===== src/rtl/iq_asm_pkg.sv =====
package iq_asm_pkg;
  typedef enum logic [1:0] {
    FMT_FULL    = 2'd0,
    FMT_HALF    = 2'd1,
    FMT_QUARTER = 2'd2,
    FMT_RSVD    = 2'd3
  } fmt_e;
endpackage


===== src/rtl/iq_slot_ctrl.sv =====
module iq_slot_ctrl #(
  parameter int SLOT_W = 3
) (
  input  logic              clk_i,
  input  logic              rst_ni,
  input  logic              txen_i,
  input  logic              cont_i,
  input  logic [SLOT_W-1:0] last_idx_i,
  input  logic [SLOT_W-1:0] half_cnt_i,
  output logic              is_i_o,
  output logic              last_o,
  output logic              zero_o
);
  logic              txen_q;
  logic [SLOT_W-1:0] slot_q, cur;
  logic              rise;

  assign rise = txen_i & ~txen_q;

  always_comb begin
    if (cont_i)    cur = txen_i ? '0 : SLOT_W'(1);
    else if (rise) cur = '0;
    else           cur = slot_q;
  end

  assign last_o = (cur >= last_idx_i);
  assign is_i_o = (cur < half_cnt_i);
  // second consecutive low slot in burst timing feeds zeros
  assign zero_o = ~cont_i & ~txen_i & ~txen_q;

  always_ff @(posedge clk_i or negedge rst_ni) begin
    if (!rst_ni) begin
      txen_q <= 1'b0;
      slot_q <= '0;
    end else begin
      txen_q <= txen_i;
      slot_q <= last_o ? '0 : cur + SLOT_W'(1);
    end
  end
endmodule


===== src/rtl/iq_word_pack.sv =====
module iq_word_pack
  import iq_asm_pkg::*;
#(
  parameter int DW = 12
) (
  input  logic          clk_i,
  input  logic          rst_ni,
  input  fmt_e          fmt_i,
  input  logic [DW-1:0] data_i,
  input  logic          zero_i,
  input  logic          is_i_i,
  input  logic          emit_i,
  output logic [DW-1:0] i_o,
  output logic [DW-1:0] q_o,
  output logic          valid_o
);
  localparam int W_HALF = DW / 2;
  localparam int W_QTR  = DW / 4;

  logic [DW-1:0] din, i_sh, q_sh, i_nx, q_nx;

  assign din = zero_i ? '0 : data_i;

  // most significant chunk enters first, so shift left and append
  always_comb begin
    case (fmt_i)
      FMT_HALF: begin
        i_nx = {i_sh[DW-W_HALF-1:0], din[DW-1 -: W_HALF]};
        q_nx = {q_sh[DW-W_HALF-1:0], din[DW-1 -: W_HALF]};
      end
      FMT_QUARTER: begin
        i_nx = {i_sh[DW-W_QTR-1:0], din[DW-1 -: W_QTR]};
        q_nx = {q_sh[DW-W_QTR-1:0], din[DW-1 -: W_QTR]};
      end
      default: begin
        i_nx = din;
        q_nx = din;
      end
    endcase
  end

  always_ff @(posedge clk_i or negedge rst_ni) begin
    if (!rst_ni) begin
      i_sh    <= '0;
      q_sh    <= '0;
      i_o     <= '0;
      q_o     <= '0;
      valid_o <= 1'b0;
    end else begin
      if (is_i_i) i_sh <= i_nx;
      else        q_sh <= q_nx;
      valid_o <= emit_i;
      if (emit_i) begin
        i_o <= i_sh;
        q_o <= q_nx;
      end
    end
  end
endmodule


===== src/rtl/iq_frame_asm.sv =====
module iq_frame_asm
  import iq_asm_pkg::*;
#(
  parameter int DW        = 12,
  parameter int MAX_SLOTS = 8
) (
  input  logic          clk_i,
  input  logic          rst_ni,
  input  logic          txen_i,
  input  logic [DW-1:0] data_i,
  input  logic [1:0]    fmt_i,
  input  logic          cont_i,
  output logic [DW-1:0] i_o,
  output logic [DW-1:0] q_o,
  output logic          valid_o,
  output logic          cfg_err_o
);
  localparam int SLOT_W = $clog2(MAX_SLOTS);

  fmt_e              fmt;
  logic [SLOT_W-1:0] last_idx, half_cnt;
  logic              is_i, last, zero, bad_cfg, err_q;

  assign fmt     = fmt_e'(fmt_i);
  assign bad_cfg = (fmt == FMT_RSVD) | (cont_i & (fmt != FMT_FULL));

  always_comb begin
    case (fmt)
      FMT_HALF:    begin half_cnt = SLOT_W'(2); last_idx = SLOT_W'(3); end
      FMT_QUARTER: begin half_cnt = SLOT_W'(4); last_idx = SLOT_W'(7); end
      default:     begin half_cnt = SLOT_W'(1); last_idx = SLOT_W'(1); end
    endcase
  end

  iq_slot_ctrl #(.SLOT_W(SLOT_W)) u_ctrl (
    .clk_i      (clk_i),
    .rst_ni     (rst_ni),
    .txen_i     (txen_i),
    .cont_i     (cont_i),
    .last_idx_i (last_idx),
    .half_cnt_i (half_cnt),
    .is_i_o     (is_i),
    .last_o     (last),
    .zero_o     (zero)
  );

  iq_word_pack #(.DW(DW)) u_pack (
    .clk_i   (clk_i),
    .rst_ni  (rst_ni),
    .fmt_i   (fmt),
    .data_i  (data_i),
    .zero_i  (zero),
    .is_i_i  (is_i),
    .emit_i  (last & ~bad_cfg),
    .i_o     (i_o),
    .q_o     (q_o),
    .valid_o (valid_o)
  );

  always_ff @(posedge clk_i or negedge rst_ni) begin
    if (!rst_ni) err_q <= 1'b0;
    else         err_q <= bad_cfg;
  end
  assign cfg_err_o = err_q;
endmodule


===== config.mk =====
export PLATFORM = sky130hd
export DESIGN_NAME = iq_frame_asm
export DESIGN_NICKNAME = d
export VERILOG_FILES = /design/src/rtl/iq_asm_pkg.sv /design/src/rtl/iq_slot_ctrl.sv /design/src/rtl/iq_word_pack.sv /design/src/rtl/iq_frame_asm.sv
export SDC_FILE = /design/constraint.sdc
export NUM_CORES = 1
export LEC_CHECK = 0
export BUFFER_PORTS_ARGS = -buffer_cell sky130_fd_sc_hd__buf_2
export CORE_MARGIN = 4
export CORE_UTILIZATION = 55
export DETAILED_ROUTE_END_ITERATION = 8
export GPL_ROUTABILITY_DRIVEN = 1
export GPL_TIMING_DRIVEN = 0
export PLACE_DENSITY_LB_ADDON = 0.15
export SKIP_CTS_REPAIR_TIMING = 1
export SLEW_MARGIN = 20
export SYNTH_ARGS = -nofsm -noshare
export SYNTH_HDL_FRONTEND = slang
export SYNTH_SLANG_ARGS = --single-unit

===== constraint.sdc =====
create_clock -name clk_i -period 2.6 [get_ports clk_i]
set_input_delay 0.26 -clock clk_i [delete_from_list [all_inputs] [get_ports clk_i]]
set_output_delay 0.26 -clock clk_i [all_outputs]
set_load 0.05 [all_outputs]

==> impl_results.md <==
- Outcome: complete, no violations
- Kind of end point of the critical path: register
- IO Count: 44
- Reg2reg end: u_pack.q_o[1]
- CP endpoint: u_pack.q_o[1]
- Pin count of the biggest net entering global routing: 34
- Syn avg cell area: approximately 12 sq um
- Sequential cell area fraction in the yosys report: 48.6%
- Core box area: between 0.004 and 0.005 sq mm
- Num CTS Buffers: 5
- Area growth syn-to-layout: 15.0%
- Final hold vios: 0
- Arr. time, crit path: about 2.6 ns
- Clock transition at path regs: ~0.080 ns
- Synthesized area: about 0.0026 sq mm
- WS Path Type: reg -> reg
- Buf/Inv on CP: 4
- Vias in the first global route: between 1.5k and 2k
- Root Buffer: clkbuf_8
- Most used cell, CP: buf_6
- Final Setup Violations: 0
- WL/cell: ~16 um
- Die X: a little under 80 um
- Vias after detailed routing: 1896
- RSZ-0062 raised after global routing: no
- Final HPWL DP: 3.87 mm
- Via density: 5.73
- Critical Path RT: between 2 and 3 ns
- Worst path max stage delay: approximately 0.41 ns
- Crit-path cells: nor2b_2, nor2_1, nand2_1, inv_1, ha_1, clkinv_1, o31a_1, or2_1, buf_6, buf_6, mux2_4
- Max_slew headroom: roughly 56%
- Die span in y: between 70 and 80 um
- Max VDD drop: between 0.5 and 0.6 mV
- Nets: roughly 300
- RR Startpoint: u_ctrl.txen_q
- Final Wtd Congestion: between 0.8 and 0.9
- WP depth: 11
- Final Max Slew Viols: 0
- Critical path startpoint: u_ctrl.txen_q
- Cell Area, Placed: 0.00293 sq mm
- Ratio of cells with drive above 1 in the final layout: between 20% and 30%
- Fin cells: ~330
- Register-to-register setup slack: 0.16 ns
- CP delay by family, top: simple AND/OR/NAND/NOR gates
- Max Fclk: 410 MHz
- GRT Resource Usage Total: about a fifth
- Gate Count Post-Synth: around 230
- Leak: roughly 1.5 nW
- Synth Register Bits: 51
- Port Buf Inserts: 43
- CTS Sinks: between 50 and 60
- R2R depth: 11
- Cell variety after synth: 31
- Fin crit share: a little over nine tenths
- Maxcap violations: 0
- Die area: 0.00594 sq mm
- Syn nets: about 250
- Dpl cells: about 320
- First-pass GRT wire length: between 9 and 10 mm
- Global route total overflow: 0
- Worst skew pair latency: 0.30 ns
- # diodes: 0
- Initial antenna violation count: 0
- H-tree depth: 2
- Post-route cell area: between 0.003 and 0.004 sq mm
- Synthesis warning total: 0
- Skew final: about 0.0073 ns
- PwrDens: 1030 mW/mm^2
- CP Max Fanout: 10
- Final Critical Period: roughly 2.4 ns
- Worst slew pin tran: approximately 0.65 ns
- DRT Pass-1 Iters: 4
- Starting Density: between 50 and 60%
- Core Rows: 24
- Final WL: 5.15 mm
- 1st-iter DRT viols: 149
- DRT antenna net count: 0
- CP max stage cell: dfrtp_1
- Hold Crit Class: in -> reg
- Startpoint Class: register
- TNS Setup: 0 ns
- DR DRC count: 0
- Bufs on Longest Clock Path: 2
- CTS tree: built
[how the worst min path moves through the flow]
| stage | from | to | slack (ns) | cells past startpoint |
|---|---|---|---|---|
| floorplan | rst_ni | cfg_err_o | -0.04 | 0 |
| detailed placement | rst_ni | u_pack.i_o[7] | 0.23 | 1 |
| global placement | txen_i | u_ctrl.txen_q | 0.43 | 1 |
| CTS | rst_ni | u_pack.i_o[6] | -0.1 | 1 |
| finish | txen_i | u_ctrl.txen_q | 0.13 | 1 |
| global route | txen_i | u_ctrl.txen_q | 0.12 | 1 |
[power by group]
group          internal (mW)  switching [mW]
sequential              1.07           0.162
combinational          0.490           0.953
clock                  0.189           0.241
total                   1.75            1.36
[layout by cell type, fill, tap and decap left out, types with 3 or more instances in the layout]
master    count
a211oi_1      4
a21oi_1       4
a22o_1       13
a22oi_1       3
a31oi_1       6
buf_2        45
buf_6         3
clkbuf_1     12
clkbuf_8      5
dfrtp_1      51
ha_1          7
inv_1         8
mux2_1       26
mux2_4       19
nand2_1      23
nand3_1       6
nor2_1        5
nor2b_1       4
nor3_1        3
o21ai_0      15
[layout make-up]
type	instances	area (sq um)
Buffer	15	81.3
Clock buffer	7	76.3
Clock inverter	1	5.00
Fill cell	359	1460
Inverter	11	41.3
Multi-Input combinational cell	149	1230
Sequential cell	51	1280
Tap cell	52	65.1
Timing Repair Buffer	45	245
[Yosys cell counts]
library cell / number / area share [%]
nor2_1: 5 / 0.72
inv_2: 2 / 0.29
a31oi_1: 6 / 1.4
nor3_1: 3 / 0.57
o31a_1: 1 / 0.33
nor2b_1: 5 / 1.2
or3_1: 1 / 0.24
ha_1: 7 / 3.3
o21ai_0: 15 / 2.9
inv_1: 8 / 1.1
nand2_1: 23 / 3.3
dfrtp_1: 51 / 49
a211oi_1: 4 / 1.1
or2_1: 1 / 0.24
buf_6: 3 / 1.3
and3b_1: 1 / 0.33
mux2_4: 19 / 11
a2111oi_0: 1 / 0.33
mux2i_1: 1 / 0.38
a22o_1: 13 / 4.3
a21o_1: 1 / 0.29
a21oi_1: 4 / 0.76
o41a_1: 1 / 0.43
buf_2: 2 / 0.38
nand2b_1: 1 / 0.24
clkinv_1: 1 / 0.14
nand3_1: 6 / 1.1
clkbuf_1: 10 / 1.4
a22oi_1: 3 / 0.86
mux2_1: 26 / 11
and2_1: 1 / 0.24
[logic make-up (layout without fill, tap and decap cells)]
group / count (synthesis) / count (layout) / share of synthesized area (%)
buf+inv: 26 / 79 / 4.67
fa+ha+maj: 7 / 7 / 3.34
flops: 51 / 51 / 48.6
compound gates: 49 / 49 / 12.8
simple gates: 47 / 47 / 8.20
mux: 46 / 46 / 22.4
[flip-flops by register name, summed over array words and instances (netlist names)]
signal / flops
u_pack.q_sh: 9
u_pack.i_o: 12
u_pack.q_o: 12
u_pack.valid_o: 1
u_pack.i_sh: 12
u_ctrl.slot_q: 3
cfg_err_o: 1
u_ctrl.txen_q: 1
[per-stage QoR]
step | hold WS, ns | total power [mW] | utilization [%] | setup WS (ns)
global route | 0.120 | 3.28 | 67.5 | 0.0523
global placement | 0.428 | 2.67 | 64.9 | 0.123
finish | 0.131 | 3.11 | 67.5 | 0.160
detailed placement | 0.232 | 2.70 | 65.4 | 0.0968
CTS | -0.0989 | 3.14 | 67.2 | 0.0975
floorplan | -0.0356 | 2.36 | - | 0.331
[worst register-to-register path: cells and delay by family, from the launching register on]
family / cells / cell delay [ns]
compound gates: 1 / 0.34
buf+inv: 4 / 0.43
flops: 1 / 0.41
fa+ha+maj: 1 / 0.27
mux: 1 / 0.31
simple gates: 4 / 0.58
[routing by layer]
| metal | vias to the layer above | global-route usage, % | wire (um) |
|---|---|---|---|
| met2 | 61 | 27.7 | 2210 |
| met3 | 6 | 3.75 | 287 |
| met4 | 0 | 7.12 | 69 |
| met1 | 916 | 27.5 | 2580 |
| met5 | - | 0 | 0 |
| li1 | 913 | - | - |
Note: power is estimated with default switching activity, not from simulation.
